File: config.mk
export PLATFORM = sky130hd
export DESIGN_NAME = va_line_gen
export DESIGN_NICKNAME = d
export VERILOG_FILES = /design/src/rtl/va_pkg.sv /design/src/rtl/va_mask_reg.sv /design/src/rtl/va_chunk_builder.sv /design/src/rtl/va_seq.sv /design/src/rtl/va_line_gen.sv
export SDC_FILE = /design/constraint.sdc
export NUM_CORES = 1
export LEC_CHECK = 0
export ABC_AREA = 1
export BUFFER_PORTS_ARGS = -buffer_cell sky130_fd_sc_hd__clkbuf_2
export CAP_MARGIN = 20
export CORE_MARGIN = 1.5
export CORE_UTILIZATION = 38
export CTS_BUF_LIST = sky130_fd_sc_hd__clkbuf_16
export CTS_CLUSTER_SIZE = 10
export DETAILED_ROUTE_END_ITERATION = 8
export SLEW_MARGIN = 20
export SYNTH_ARGS = -nofsm -noshare
export SYNTH_HDL_FRONTEND = slang
export SYNTH_SLANG_ARGS = --single-unit
File: constraint.sdc
create_clock -name clk -period 1.6 [get_ports clk]
set_clock_uncertainty 0.1 [all_clocks]
set_input_delay 0.08 -clock clk [delete_from_list [all_inputs] [get_ports clk]]
set_output_delay 0.08 -clock clk [all_outputs]
set_load 0.05 [all_outputs]
File: src/rtl/va_pkg.sv
package va_pkg;
  localparam int CHUNKS  = 8;
  localparam int CHUNK_W = $clog2(CHUNKS);

  typedef enum logic [1:0] {
    CLS_VIC_QUIET = 2'd0,
    CLS_VIC_AGG   = 2'd1,
    CLS_QUIET     = 2'd2,
    CLS_AGG       = 2'd3
  } lane_class_e;

  function automatic lane_class_e lane_class(input logic vic, input logic agg);
    return lane_class_e'({~vic, agg});
  endfunction

  function automatic logic [CHUNKS-1:0] class_burst(input lane_class_e cls);
    logic [CHUNKS-1:0] b;
    unique case (cls)
      CLS_VIC_QUIET: b = 8'hAA;
      CLS_VIC_AGG:   b = 8'hC0;
      CLS_QUIET:     b = 8'hCC;
      default:       b = 8'hF0;
    endcase
    return b;
  endfunction
endpackage

File: src/rtl/va_mask_reg.sv
module va_mask_reg #(
  parameter int LANES = 32
) (
  input  logic             clk,
  input  logic             rst_n,
  input  logic             load,
  input  logic             step,
  input  logic [LANES-1:0] agg_in,
  input  logic [LANES-1:0] vic_in,
  output logic [LANES-1:0] agg_q,
  output logic [LANES-1:0] vic_q
);
  logic [LANES-1:0] agg_rot, vic_rot;
  assign agg_rot = {agg_q[LANES-2:0], agg_q[LANES-1]};
  assign vic_rot = {vic_q[LANES-2:0], vic_q[LANES-1]};

  always_ff @(posedge clk) begin
    if (!rst_n) begin
      agg_q <= '0;
      vic_q <= '0;
    end else if (load) begin
      agg_q <= agg_in;
      vic_q <= vic_in;
    end else if (step) begin
      agg_q <= agg_rot;
      vic_q <= vic_rot;
    end
  end

  // a finished line leaves both masks rotated by exactly one lane
  a_r6_rotate: assert property (@(posedge clk) disable iff (!rst_n)
    step && !load |=> (vic_q == $past(vic_rot)) && (agg_q == $past(agg_rot))
      && ($countones(vic_q) == $past($countones(vic_q))));
endmodule

File: src/rtl/va_chunk_builder.sv
module va_chunk_builder
  import va_pkg::*;
#(
  parameter int LANES = 32
) (
  input  logic [LANES-1:0]   agg,
  input  logic [LANES-1:0]   vic,
  input  logic [CHUNK_W-1:0] chunk,
  output logic [2*LANES-1:0] data
);
  logic [LANES-1:0] word;

  for (genvar b = 0; b < LANES; b++) begin : g_lane
    logic [CHUNKS-1:0] burst;
    assign burst   = class_burst(lane_class(vic[b], agg[b]));
    assign word[b] = burst[chunk];
  end

  assign data = {word, word};
endmodule

File: src/rtl/va_seq.sv
module va_seq
  import va_pkg::*;
#(
  parameter int LINE_W = 12,
  parameter int ROT_W  = 8
) (
  input  logic               clk,
  input  logic               rst_n,
  input  logic               start,
  input  logic [ROT_W-1:0]   line_count,
  input  logic [LINE_W-1:0]  first_line,
  input  logic               wr_ready,
  output logic               load,
  output logic               line_step,
  output logic               busy,
  output logic               done,
  output logic [CHUNK_W-1:0] chunk,
  output logic [LINE_W-1:0]  line
);
  logic             busy_q, done_q;
  logic [CHUNK_W-1:0] chunk_q;
  logic [LINE_W-1:0]  line_q;
  logic [ROT_W-1:0]   left_q;
  logic accept, last_chunk, last_line;

  assign load       = start && !busy_q;
  assign accept     = busy_q && wr_ready;
  assign last_chunk = (chunk_q == CHUNK_W'(CHUNKS - 1));
  assign last_line  = (left_q == ROT_W'(1));
  assign line_step  = accept && last_chunk;

  always_ff @(posedge clk) begin
    if (!rst_n) begin
      busy_q  <= 1'b0;
      done_q  <= 1'b0;
      chunk_q <= '0;
      line_q  <= '0;
      left_q  <= '0;
    end else begin
      done_q <= 1'b0;
      if (load) begin
        if (line_count == '0) begin
          done_q <= 1'b1;
        end else begin
          busy_q  <= 1'b1;
          chunk_q <= '0;
          line_q  <= first_line;
          left_q  <= line_count;
        end
      end else if (accept) begin
        if (last_chunk) begin
          chunk_q <= '0;
          if (last_line) begin
            busy_q <= 1'b0;
            done_q <= 1'b1;
          end else begin
            line_q <= line_q + 1'b1;
            left_q <= left_q - 1'b1;
          end
        end else begin
          chunk_q <= chunk_q + 1'b1;
        end
      end
    end
  end

  assign busy  = busy_q;
  assign done  = done_q;
  assign chunk = chunk_q;
  assign line  = line_q;

  // an accepted non-final chunk is followed by the next chunk index
  a_r7_chunk_step: assert property (@(posedge clk) disable iff (!rst_n)
    accept && !last_chunk |=> busy_q && (chunk_q == $past(chunk_q) + 1'b1));
  // a completed non-final line moves to the next buffer line, chunk 0
  a_r5_line_step: assert property (@(posedge clk) disable iff (!rst_n)
    line_step && !last_line |=> busy_q && (line_q == $past(line_q) + 1'b1) && (chunk_q == '0));
  // zero-length job completes at once without going busy
  a_r8_zero_len: assert property (@(posedge clk) disable iff (!rst_n)
    load && (line_count == '0) |=> done_q && !busy_q);
endmodule

File: src/rtl/va_line_gen.sv
module va_line_gen
  import va_pkg::*;
#(
  parameter int LANES  = 32,
  parameter int LINE_W = 12,
  parameter int ROT_W  = 8
) (
  input  logic               clk,
  input  logic               rst_n,
  input  logic               start,
  input  logic [LANES-1:0]   agg_mask,
  input  logic [LANES-1:0]   vic_mask,
  input  logic [ROT_W-1:0]   line_count,
  input  logic [LINE_W-1:0]  first_line,
  output logic               busy,
  output logic               done,
  output logic               wr_valid,
  input  logic               wr_ready,
  output logic [LINE_W-1:0]  wr_line,
  output logic [CHUNK_W-1:0] wr_chunk,
  output logic [2*LANES-1:0] wr_data
);
  logic load, line_step;
  logic [LANES-1:0] agg_cur, vic_cur;

  va_seq #(.LINE_W(LINE_W), .ROT_W(ROT_W)) u_seq (
    .clk(clk), .rst_n(rst_n), .start(start), .line_count(line_count),
    .first_line(first_line), .wr_ready(wr_ready), .load(load),
    .line_step(line_step), .busy(busy), .done(done), .chunk(wr_chunk),
    .line(wr_line)
  );

  va_mask_reg #(.LANES(LANES)) u_masks (
    .clk(clk), .rst_n(rst_n), .load(load), .step(line_step),
    .agg_in(agg_mask), .vic_in(vic_mask), .agg_q(agg_cur), .vic_q(vic_cur)
  );

  va_chunk_builder #(.LANES(LANES)) u_build (
    .agg(agg_cur), .vic(vic_cur), .chunk(wr_chunk), .data(wr_data)
  );

  assign wr_valid = busy;

  // a stalled offer holds line, chunk and data
  a_r7_stall_hold: assert property (@(posedge clk) disable iff (!rst_n)
    wr_valid && !wr_ready |=> wr_valid && $stable(wr_data) && $stable(wr_line) && $stable(wr_chunk));
  // completion is a single-cycle pulse
  a_r10_done_pulse: assert property (@(posedge clk) disable iff (!rst_n)
    done |=> !done);
  // completion never coincides with an offered write
  a_r10_done_idle: assert property (@(posedge clk) disable iff (!rst_n)
    done |-> !busy && !wr_valid);
  // start during a job does not restart it
  a_r9_start_ignored: assert property (@(posedge clk) disable iff (!rst_n)
    busy && start && !(wr_ready && wr_chunk == CHUNK_W'(CHUNKS - 1))
      |=> busy && $stable(wr_line));
endmodule

* Word-level counts from Yosys, hierarchy flattened
Cells that the tools add are included.
Word-level totals: bits in registers 89, latch bits 0, memory bits (writable) 0, ROM bits 0, input port bits 88, output and inout bits 82, word-level logic and storage cells 279, memories kept 0
Cells by class: $add $sub $neg 3, $mul 0, div/mod/pow operators 0, order comparisons 1, equal/unequal tests 68, shifts and indexed selects 0, multiplexer cells 124, bitwise gates (word level) 32, reduce and logical (&&, ||, !) cells 44
Operators with widths (count):
- $pmux W7 S3 | 32
- $mux W32 | 4
- $bmux W1 S3 | 32
- $eq A2 B1 Y1 const B | 32
- $eq A2 B2 Y1 const B | 32
- $logic_not A2 Y1 | 32
- $mux W12 | 5
- $mux W1 | 42
- $mux W8 | 5
- $not A1 Y1 | 32
- $add A12 B1 Y12 const B | 1
- $mux W3 | 4
- $eq A8 B1 Y1 const B | 1
- $logic_not A8 Y1 | 1
- $reduce_and A4 Y1 | 2
- $reduce_bool A2 Y1 | 4
- $sub A8 B1 Y8 const B | 1
- $lt A3 B4 Y1 const B | 1
- $ne A2 B2 Y1 const B | 2
- $add A3 B1 Y3 const B | 1
- $eq A3 B3 Y1 const B | 1
- $logic_and A1 B1 Y1 | 3
- $reduce_and A2 Y1 | 1
- $logic_not A1 Y1 | 1

* Logic depth before layout (Yosys ltp)
Gate-level depths: netlist (run 1).
depth in word-level cells 5, gate-level depth with buffers 10, gate-level depth less buffers 9

* Cells and area by module
Synthesis (run 1) repeated with hierarchy kept, for this count alone.
Unflattened totals: cells, all modules 1358, area total of the unflattened synthesis 8418.1 um^2
Modules (own cells, without submodules):
- va_chunk_builder | times used 1, cells each 603, area each 3525.9 um^2, sequential area each 0.0 um^2
- va_mask_reg | times used 1, cells each 487, area each 3179.3 um^2, sequential area each 1281.2 um^2
- va_seq | times used 1, cells each 267, area each 1705.4 um^2, sequential area each 500.5 um^2
- va_line_gen | times used 1, cells each 1, area each 7.5 um^2, sequential area each 0.0 um^2

* Least setup slack after synthesis (run 1)
No wires, ideal clock.
path type register to output, start point register u_seq.chunk_q[0], in the netlist u_seq.chunk[0], end point output port wr_data[63], arrival 2.626 ns, data required time 1.420 ns, setup slack -1.206 ns, cell stages (with the launch flop) 7, buffers on the path 2, cells stage by stage dfxtp_1 clkinv_1 clkbuf_1 o21ai_0 o21ai_0 a32oi_1 buf_4
On the way: longest elaborated chain between the ends 2
Ends and longest elaborated chain:
- start: declaration | line va_seq.sv:21 | logic [CHUNK_W-1:0] chunk_q;
- start signal: assignment | line va_seq.sv:61 | chunk_q <= chunk_q + 1'b1;
- $bmux W1 S3 | line va_chunk_builder.sv:16 | assign word[b] = burst[chunk];
- $mux W1 (not written as such) | line va_chunk_builder.sv:16
- end: declaration | line va_line_gen.sv:21 | output logic [2*LANES-1:0] wr_data
Every way passes these cells. The select of a mux whose other input is x is not followed.

* Worst setup path in the final report (run 1)
start point register u_seq.chunk_q[0], in the netlist u_seq.chunk[0], end point output port wr_data[12]
Same word-level chain as after synthesis.

==> results of run 1 <==
[per-layer routing]
metal | up-vias | track usage [%] | share of wire (%)
met5 | - | 0 | 0
met2 | 343 | 44.9 | 47
met4 | 0 | 9.88 | 2.6
met1 | 4068 | 36.4 | 44
met3 | 53 | 3.63 | 6.7
li1 | 4238 | - | -
[cell usage in the layout, fill, tap and decap left out, types with 8 or more instances in the layout]
cell type | Yosys | final
dfxtp_1 | 89 | 49
a21oi_1 | 172 | 136
inv_1 | 112 | 66
ha_1 | 101 | 94
buf_16 | 0 | 15
o211ai_1 | 10 | 10
a31oi_1 | 33 | 33
dlygate4sd3_1 | 0 | 77
o21ai_2 | 1 | 21
dfxtp_2 | 0 | 34
o21ai_1 | 4 | 21
buf_6 | 4 | 15
nor3_2 | 20 | 20
nor2_1 | 36 | 31
a21oi_2 | 2 | 34
buf_8 | 0 | 24
clkbuf_2 | 0 | 103
o21ai_0 | 89 | 50
nand2_2 | 6 | 16
nand3_1 | 48 | 48
buf_12 | 0 | 43
o22ai_1 | 12 | 8
clkbuf_16 | 0 | 29
nor3_4 | 0 | 10
inv_2 | 4 | 44
nand2_1 | 174 | 160
buf_4 | 34 | 115
[repair_timing]
item                                    4_1_cts  5_1_grt
resized for setup                           246      163
hold endpoints to repair                     76        0
endpoints found under the setup margin      150      153
pin swaps                                    43       33
gates cloned                                 15        3
buffers inserted                             30        3
hold buffers                                 78        0
[registers in the layout, summed over array words and instances (netlist names)]
name           flops
u_seq.left_q       8
u_seq.line        12
u_masks.vic_q     32
u_seq.done         1
u_seq.busy         1
u_masks.agg_q     32
u_seq.chunk        3
[cell type report]
type / count / area, um^2 / share of cell area, %
inverter: 118 / 480 / 3.79
sequential: 89 / 1850 / 14.5
clock buffer: 10 / 250 / 1.97
multi-input combinational: 755 / 5210 / 41.0
clock inverter: 6 / 32.5 / 0.256
tap: 260 / 325 / 2.56
timing repair buffer: 421 / 4550 / 35.9
[metrics by stage]
step	setup TNS, ns	util [%]	power, mW
after global routing	-53.20	67.2	10.2
after global placement	-7.28	50.1	6.18
after floorplan	-6.63	-	5.29
final	-44.14	67.2	9.79
after CTS	-38.78	64.2	9.37
after detailed placement	-10.61	50.1	6.21
[worst max-delay path: cells and delay by family, from the launching register on]
family,cells,cell delay [ns]
DFF,1,0.35
buffers and inverters,5,0.74
and+or+nand+nor,2,0.17
AOI/OAI and AO/OA,2,0.21
[cell families after synthesis]
logic type / count (synthesis) / share of synthesized area (%)
simple gates: 318 / 20.2
buf+inv: 218 / 13.8
flops: 89 / 24.2
fa+ha+maj: 101 / 17.1
compound gates: 336 / 24.7
[synthesized netlist by cell type (4+ instances only)]
cell type / n / share of area [%]
nand2_1: 174 / 8.9
a21oi_1: 172 / 12
inv_1: 112 / 5.7
ha_1: 101 / 17
dfxtp_1: 89 / 24
o21ai_0: 89 / 6.0
nand3_1: 48 / 3.3
nor2_1: 36 / 1.8
buf_4: 34 / 3.5
a31oi_1: 33 / 2.8
buf_2: 30 / 2.0
clkbuf_1: 28 / 1.4
nor3_2: 20 / 2.7
nor3_1: 16 / 1.1
o22ai_1: 12 / 1.0
o211ai_1: 10 / 1.0
nand2_2: 6 / 0.51
nand4_1: 5 / 0.42
buf_1: 4 / 0.20
buf_6: 4 / 0.61
inv_2: 4 / 0.20
nor2_4: 4 / 0.61
o21ai_1: 4 / 0.27
[where the power goes]
group	internal (mW)	switching (mW)	leakage [nW]
combinational	2.27	2.86	4.54
clock	1.13	0.988	0.138
sequential	2.38	0.154	0.749
[how the worst min path moves through the flow]
stage | from | endpoint | slack [ns]
2_1_floorplan | rst_n | u_seq.chunk[2]$_SDFFE_PN0P_ | 0.13
3_3_place_gp | agg_mask[6] | u_masks.agg_q[6]$_SDFFE_PN0P_ | 0.25
3_5_place_dp | agg_mask[29] | u_masks.agg_q[29]$_SDFFE_PN0P_ | 0.25
4_1_cts | first_line[0] | u_seq.line[0]$_SDFFE_PN0P_ | 0.008
5_1_grt | first_line[9] | u_seq.line[9]$_SDFFE_PN0P_ | 0.06
6_report | line_count[5] | u_seq.left_q[5]$_SDFFE_PN0P_ | 0.006
==> flow_metrics.env, run 1 <==
export IMPL_outcome="finished, violations left"
export IMPL_violations="negative setup slack"
export IMPL_hold_slack_ns=0.00553
export IMPL_cts_path_max_buffers=2
export IMPL_setup_worst_path_start="u_seq.chunk[0]$_SDFFE_PN0P_"
export IMPL_syn_nets=1251
export IMPL_crit_chain="buf_12 > nor2_4 > buf_12 > buf_16 > nand2_2 > o211ai_1 > o22ai_1 > inv_2 > buf_12"
export IMPL_seq_area_frac_synth_pct=24.2
export IMPL_dr_total_vias=8702
export IMPL_cp_arrival_ns=1.82
export IMPL_place_hpwl_um=17100
export IMPL_hold_violations=0
export IMPL_area_growth_pct=72.2
export IMPL_fmax_mhz=500
export IMPL_row_count=50
export IMPL_grt_pass1_wl_um=43300
export IMPL_drive_gt1_share_pct=42.4
export IMPL_synth_cell_types=38
export IMPL_syn_instance_count=1062
export IMPL_grt_pass1_vias=8206
export IMPL_async_flop_share_pct=0
export IMPL_worstSetupPathType="reg -> out"
export IMPL_dieHeight_um=142
export IMPL_synth_edf_count=0
export IMPL_relSlewSlack_pct=71.2
export IMPL_max_cap_violations=0
export IMPL_cts_max_level=3
export IMPL_rsz0062_at_grt="yes"
export IMPL_grt_total_usage_pct=27.2
export IMPL_reg2reg_slack_ns=-0.37
export IMPL_pre_cts_slack_ns=-0.148
export IMPL_setup_viol=149
export IMPL_route_antenna_remaining_nets=0
export IMPL_slowest_stage="dfxtp_4"
export IMPL_place_port_buffers=169
export IMPL_cpPeakStageDelay_ns=0.35
export IMPL_nFillCells=1542
export IMPL_worstPathMaxFanout=6
export IMPL_viasPerCell=5.25
export IMPL_p_leak_nw=5.42
export IMPL_die_w_um=142
export IMPL_setup_ws_ns=-0.400
export IMPL_n_antenna_cell=0
export IMPL_clock_root_buffer="clkbuf_16"
export IMPL_ff2ff_path_depth=13
export IMPL_period_needed_ns=2.00
export IMPL_place_area_um2=9470
export IMPL_design_final_nets=1583
export IMPL_route_detailed_drc=0
export IMPL_ys_flop_type="dfxtp_1"
export IMPL_regToRegEndpoint="u_masks.vic_q[3]$_SDFFE_PN0P_"
export IMPL_stdcell_count=1659
export IMPL_cp_start_kind="flip-flop"
export IMPL_r2r_start="u_seq.chunk[0]$_SDFFE_PN0P_"
export IMPL_power_density_nw_per_um2=771
export IMPL_crit_top_cell="buf_12"
export IMPL_end_kind="primary output"
export IMPL_hold_path_depth=5
export IMPL_grt_max_degree=54
export IMPL_ir_drop_uv=630
export IMPL_endpoint="wr_data[12]"
export IMPL_max_slew_worst_pin_slew_ns=0.428
export IMPL_dieArea_um2=20200
export IMPL_avgRoutedWirePerCell_um=17.1
export IMPL_drt_iter0_drc=614
export IMPL_core_um2=18900
export IMPL_synthesis_area_um2=7370
export IMPL_initial_core_util_pct=39.0
export IMPL_cp_required_ns=1.42
export IMPL_place_inst=1518
export IMPL_cts_tree="built"
export IMPL_clk_pin_slew_ns=0.07
export IMPL_grt_overflow=0
export IMPL_avgSynthCellArea_um2=6.94
export IMPL_design_area_um2=12700
export IMPL_min_period_over_period_pct=125
export IMPL_io_pins=170
export IMPL_yosys_warnings=0
export IMPL_cts_sink_count=89
export IMPL_insertion_delay_ns=0.36
export IMPL_drtPass1Iterations=6
export IMPL_cts_made_buffers=9
export IMPL_antenna_found_initial=0
export IMPL_maxSlewViolCount=0
export IMPL_wirelength_um=28300
export IMPL_place_congestion=0.837
export IMPL_ys_ff_latch=89
export IMPL_min_path_type="in -> reg"
Note: power is estimated with default switching activity, not from simulation.
==> run 2: changes to the inputs <==
BUFFER_PORTS_ARGS = -buffer_cell sky130_fd_sc_hd__buf_2   (was -buffer_cell sky130_fd_sc_hd__clkbuf_2)
SYNTH_HIERARCHICAL = 1   (was unset)
==> run 2 against run 1 <==
Against the previous run:
- the flow still finishes with violations (negative setup slack)
- final cell count increased by 13%
- hold slack improved by 0.0053 ns
- count of clock-buffer cells in the layout unchanged
- critical path depth increased by 3
- sequential share of layout area up 0.49 points
- worst setup slack improved by 0.18 ns
- total power fell by 21%
- via count is 3.1% higher
- first-iteration DRC count fell by 39%
- die area is 14% higher
- clock power is 8% higher
- cell area down 1.1%
- largest power group unchanged
==> flow_metrics.env, run 2 <==
export IMPL_outcome="finished, violations left"
export IMPL_violations="negative setup slack"
export IMPL_ys_ff_latch=89
export IMPL_period_needed_ns=1.82
export IMPL_ff2ff_path_depth=12
export IMPL_hold_violations=0
export IMPL_cts_max_level=3
export IMPL_p_leak_nw=6.72
export IMPL_yosys_warnings=6
export IMPL_cp_start_kind="flip-flop"
export IMPL_setup_viol=148
export IMPL_syn_instance_count=1358
export IMPL_syn_nets=1547
export IMPL_synth_top_area_share_pct=23.1
export IMPL_drtPass1Iterations=5
export IMPL_synth_common_cells="nand2_1 (518), inv_1 (214), nand3_1 (186)"
export IMPL_dr_total_vias=8974
export IMPL_synthesis_area_um2=8420
export IMPL_met1_usage_pct=26.8
export IMPL_relSlewSlack_pct=72.3
export IMPL_avgSynthCellArea_um2=6.20
export IMPL_worstPathMaxFanout=5
export IMPL_dieArea_um2=23100
export IMPL_grt_total_usage_pct=21.6
export IMPL_cp_required_ns=1.80
export IMPL_drive_gt1_share_pct=35.6
export IMPL_io_pins=170
export IMPL_grt_overflow=0
export IMPL_ys_top_cells_by_area="nand2_1 (23%), dfxtp_1 (21%), ha_1 (15%), nand3_1 (11%), inv_1 (9.5%)"
export IMPL_reg2reg_slack_ns=-0.22
export IMPL_max_cap_violations=0
export IMPL_place_congestion=0.826
export IMPL_grt_max_degree=49
export IMPL_place_area_um2=9730
export IMPL_hold_slack_ns=0.0108
export IMPL_cts_made_buffers=9
export IMPL_cts_sink_count=89
export IMPL_final_common_cell="nand2_1"
export IMPL_synth_most_common_cell="nand2_1"
export IMPL_grt_pass1_wl_um=41100
export IMPL_power_density_nw_per_um2=616
export IMPL_die_w_um=152
export IMPL_core_um2=21800
export IMPL_viasPerCell=4.79
export IMPL_insertion_delay_ns=0.35
export IMPL_maxSlewViolCount=0
export IMPL_max_slew_worst_pin_slew_ns=0.416
export IMPL_fin_util_pct=57.7
export IMPL_hold_path_depth=5
export IMPL_ir_drop_uv=568
export IMPL_async_flop_share_pct=0
export IMPL_setup_ws_ns=-0.218
export IMPL_area_growth_pct=49.2
export IMPL_synth_cell_types=32
export IMPL_clock_root_buffer="clkbuf_16"
export IMPL_place_hpwl_um=16400
export IMPL_grt_use_met3_pct=3.25
export IMPL_use_met2_pct=37.9
export IMPL_worstSetupPathType="reg -> reg"
export IMPL_stdcell_count=1873
export IMPL_design_final_nets=1776
export IMPL_cp_arrival_ns=2.02
export IMPL_yosysTopAreaCell="nand2_1"
export IMPL_avgRoutedWirePerCell_um=14.8
export IMPL_min_period_over_period_pct=114
export IMPL_end_kind="flip-flop"
export IMPL_drt_iter0_drc=376
export IMPL_fmax_mhz=550
export IMPL_design_area_um2=12600
export IMPL_place_port_buffers=169
export IMPL_initial_core_util_pct=38.7
export IMPL_top_usage_layer="met2"
export IMPL_power_mw=7.74
export IMPL_route_detailed_drc=0
export IMPL_place_inst=1748
export IMPL_layout_common_cells="nand2_1 (409), inv_1 (209), nand3_1 (141)"
export IMPL_route_antenna_remaining_nets=0
export IMPL_row_count=54
export IMPL_antenna_found_initial=1
export IMPL_ys_flop_type="dfxtp_1"
export IMPL_synth_edf_count=0
export IMPL_grt_pass1_vias=8448
export IMPL_cts_tree="built"
export IMPL_rsz0062_at_grt="yes"
export IMPL_seq_area_frac_synth_pct=21.2
export IMPL_clk_pin_slew_ns=0.07
export IMPL_wirelength_um=27700
export IMPL_min_path_type="in -> reg"
export IMPL_cts_path_max_buffers=2
export IMPL_dieHeight_um=152
==> run 2: cell count changes after synthesis, moves of 14 or more <==
cell | previous run | this run
buf_4 | 34 | 49
inv_1 | 112 | 214
a31oi_1 | 33 | 0
a21oi_1 | 172 | 19
nand2_2 | 6 | 31
nand3_1 | 48 | 186
nand2_1 | 174 | 518
clkbuf_1 | 28 | 2
nor3_2 | 20 | 0
o21ai_0 | 89 | 16
nand3_2 | 0 | 18
nor3_1 | 16 | 2
==> run 2: layout make-up <==
cell class | count | area (um^2)
repair buffers | 314 | 3210
repair inverters | 2 | 32.5
well taps | 280 | 350
clock inverters | 6 | 63.8
multi-input cells | 952 | 5890
clock buffers | 10 | 250
diodes | 1 | 2.50
flip-flops and latches | 89 | 1890
fillers | 2019 | 9200
inverters | 219 | 871
==> run 2: report_power, final <==
part | switching (mW) | internal [mW]
Combinational | 1.69 | 1.22
Clock | 0.971 | 1.31
Sequential | 0.182 | 2.38
==> run 2: per-layer routing <==
metal  part of all wire, %  up-vias
met5                     0        -
met4                   2.2        0
met3                   4.0       40
met2                    50      223
met1                    44     4143
li1                      -     4568
==> run 2: kinds of logic (layout without fill, tap and decap cells) <==
kind of cell / count (synthesis) / count (layout) / share of synthesized area [%]
AO/OA/AOI/OAI: 49 / 49 / 3.49
XOR/XNOR: 1 / 1 / 0.104
adder cells (fa/ha/maj): 101 / 101 / 15.0
buffers and inverters: 318 / 551 / 18.9
flip-flops: 89 / 89 / 21.2
other: 0 / 1 / 0
AND/OR/NAND/NOR: 800 / 801 / 41.3
==> run 2: critical path: stages (launching register included) <==
cell	delay, ns
dfxtp_4	0.36
buf_6	0.11
ha_4	0.15
ha_4	0.16
nand2_4	0.07
inv_4	0.05
nor2_4	0.20
clkbuf_16	0.21
clkbuf_16	0.15
nand2_1	0.05
nand3_1	0.06
nand2_1	0.05
inv_1	0.05
==> run 2: what timing repair did <==
| item | in CTS | in global routing |
|---|---|---|
| cloned | 7 | 14 |
| pin swaps | 3 | 18 |
| resized for setup | 208 | 198 |
| setup endpoints to repair | 87 | 150 |
| buffers inserted | 5 | 7 |
| hold buffers | 76 | 0 |
| hold endpoints to repair | 76 | 0 |
==> run 2: final timing paths <==
kind | start | end
worst max-delay path | u_seq/chunk[1]$_SDFFE_PN0P_ | u_masks/agg_q[12]$_SDFFE_PN0P_
worst min-delay path | wr_ready | u_seq/chunk[2]$_SDFFE_PN0P_
worst max register to register | u_seq/chunk[1]$_SDFFE_PN0P_ | u_masks/agg_q[12]$_SDFFE_PN0P_
worst min register to register | u_masks/agg_q[27]$_SDFFE_PN0P_ | u_masks/agg_q[27]$_SDFFE_PN0P_
==> run 2: through the flow <==
| stage | setup TNS [ns] | setup slack, ns |
|---|---|---|
| after floorplan | -0.260 | -0.0274 |
| after global placement | 0 | 0.0121 |
| after detailed placement | -0.0288 | -0.0109 |
| after CTS | -18.10 | -0.190 |
| after global routing | -32.99 | -0.289 |
| final | -23.20 | -0.218 |
==> run 3: changes to the inputs <==
SYNTH_HIERARCHICAL = unset   (was 1)
TNS_END_PERCENT = 50   (was unset)
==> run 3 against run 2 <==
Against the previous run:
- the run still ends with negative setup slack left
- total power up 17%
- non-clock buffer count up 103
- final cell count down 12%
- register-to-register slack worse by 0.05 ns
- hold slack about the same
- flip-flop and latch count unchanged
- critical endpoint is now wr_data[43]
- sequential share of layout area up 0.79 points
- count of clock-buffer cells in the layout down 1
- via count down 4.5%
- cell area down 7.4%
==> flow_metrics.env, run 3 (synthesis gave the netlist of run 1 again) <==
export IMPL_outcome="finished, violations left"
export IMPL_violations="negative setup slack"
export IMPL_multi_input_area_um2=4930
export IMPL_internal_power_mw=5.28
export IMPL_hold_violations=0
export IMPL_io_pins=170
export IMPL_place_hpwl_um=17500
export IMPL_period_needed_ns=1.90
export IMPL_viasPerCell=5.18
export IMPL_crit_top_cell="buf_6"
export IMPL_cts_path_max_buffers=2
export IMPL_final_setup_tns_ns=-32.28
export IMPL_cts_made_buffers=9
export IMPL_ir_drop_uv=545
export IMPL_dr_total_vias=8567
export IMPL_setup_ws_ns=-0.299
export IMPL_seqPwrFrac_pct=27.7
export IMPL_max_slew_worst_pin_slew_ns=0.465
export IMPL_drive_gt1_share_pct=39.1
export IMPL_n_antenna_cell=0
export IMPL_worstPathMaxFanout=6
export IMPL_cp_arrival_ns=1.72
export IMPL_cts_tree="built"
export IMPL_grt_overflow=0
export IMPL_power_density_nw_per_um2=782
export IMPL_clock_root_buffer="clkbuf_16"
export IMPL_grt_pass1_vias=8169
export IMPL_relSlewSlack_pct=68.7
export IMPL_insertion_delay_ns=0.36
export IMPL_setup_viol=150
export IMPL_area_growth_pct=57.7
export IMPL_layout_common_cells="nand2_1 (170), a21oi_1 (163), buf_4 (138)"
export IMPL_cp_required_ns=1.42
export IMPL_fin_util_pct=61.5
export IMPL_pwr_share_comb_pct=49.6
export IMPL_nFillCells=1655
export IMPL_min_period_over_period_pct=119
export IMPL_worst_path_buf_inv=3
export IMPL_clk_pin_slew_ns=0.07
export IMPL_drt_iter0_drc=567
export IMPL_switching_share_pct=42.0
export IMPL_place_congestion=0.881
export IMPL_max_cap_violations=0
export IMPL_p_leak_nw=5.06
export IMPL_worstSetupPathType="reg -> out"
export IMPL_maxSlewViolCount=0
export IMPL_fmax_mhz=527
export IMPL_cpPeakStageDelay_ns=0.35
export IMPL_cp_start_kind="flip-flop"
export IMPL_grt_total_usage_pct=25.9
export IMPL_antenna_found_initial=0
export IMPL_final_common_cell="nand2_1"
export IMPL_drtPass1Iterations=5
export IMPL_min_path_type="in -> reg"
export IMPL_stdcell_count=1655
export IMPL_cts_sink_count=89
export IMPL_switching_power_mw=3.81
export IMPL_dieHeight_um=142
export IMPL_core_um2=18900
export IMPL_initial_core_util_pct=39.0
export IMPL_die_w_um=142
export IMPL_crit_chain="buf_6 > nor2_4 > buf_4 > a21oi_1 > a32oi_4 > buf_6"
export IMPL_grt_max_degree=54
export IMPL_cts_max_level=3
export IMPL_rsz0062_at_grt="yes"
export IMPL_route_detailed_drc=0
export IMPL_place_inst=1545
export IMPL_wirelength_um=26200
export IMPL_pwr_share_clk_pct=22.7
export IMPL_row_count=50
export IMPL_route_antenna_remaining_nets=0
export IMPL_end_kind="primary output"
export IMPL_slowest_stage="dfxtp_4"
export IMPL_hold_slack_ns=0.0112
export IMPL_critical_path_top_delay_family="buffers and inverters"
export IMPL_dieArea_um2=20200
export IMPL_regArea_um2=1840
export IMPL_avgRoutedWirePerCell_um=15.8
export IMPL_grt_pass1_wl_um=41500
export IMPL_place_port_buffers=169
export IMPL_design_final_nets=1579
export IMPL_power_mw=9.09
run 3: through the flow:
stage               setup slack [ns]  cell area (um^2)
floorplan                     -0.136              7760
global placement              -0.256              9420
detailed placement            -0.260              9420
CTS                           -0.311             11500
global route                  -0.392             11600
finish                        -0.299             11600
run 3: per-layer routing:
metal,GRT usage [%],up-vias,part of all wire (%),wire (um)
li1,-,4214,-,-
met1,33.7,4008,44,11600
met2,43.4,298,47,12300
met3,4.14,47,6.1,1600
met4,8.84,0,2.5,644
met5,0,-,0,0
run 3: worst reg2reg max path, cell delays in order, from the launching register on:
cell and delay (ns):
dfxtp_4 0.46, buf_4 0.15, ha_1 0.15, inv_2 0.05, nor2_4 0.15, inv_6 0.10
nand2_4 0.10, inv_8 0.06, buf_4 0.14, buf_12 0.14, nand2_1 0.07, a31oi_1 0.07
run 3: power groups by stage:
stage                     Clock (mW)  Combinational, mW  Sequential (mW)
after floorplan                    0               2.61             2.67
after global placement             0               3.52             2.54
after detailed placement           0               3.55             2.55
after CTS                       2.10               4.36             2.51
after global routing            2.19               4.80             2.54
final                           2.06               4.51             2.52
run 3: path summary, 6_finish.rpt:
check	cells past startpoint	startpoint	slack (ns)	endpoint
worst min-delay path	4	line_count[5]	0.01	u_seq.done$_SDFF_PN0_
worst max-delay path	6	u_seq.chunk[0]$_SDFFE_PN0P_	-0.30	wr_data[43]
worst min register to register	2	u_seq.line[9]$_SDFFE_PN0P_	0.37	u_seq.line[9]$_SDFFE_PN0P_
worst max register to register	11	u_seq.chunk[2]$_SDFFE_PN0P_	-0.27	u_masks.vic_q[15]$_SDFFE_PN0P_
run 3: what timing repair did:
action                                 4_1_cts  5_1_grt
setup buffers                               11        1
pin swaps                                   39       16
hold buffers                                79        0
gates cloned                                 3        0
endpoints found under the hold margin       75        0
resized for setup                          278       50
setup endpoints to repair                  148      150
run 3: area by class of cell:
class | instances | share of cell area (%)
clock inverters | 7 | 0.377
well taps | 260 | 2.80
flip-flops and latches | 89 | 15.8
repair buffers | 417 | 32.4
multi-input cells | 755 | 42.4
inverters | 118 | 4.18
clock buffers | 9 | 1.94
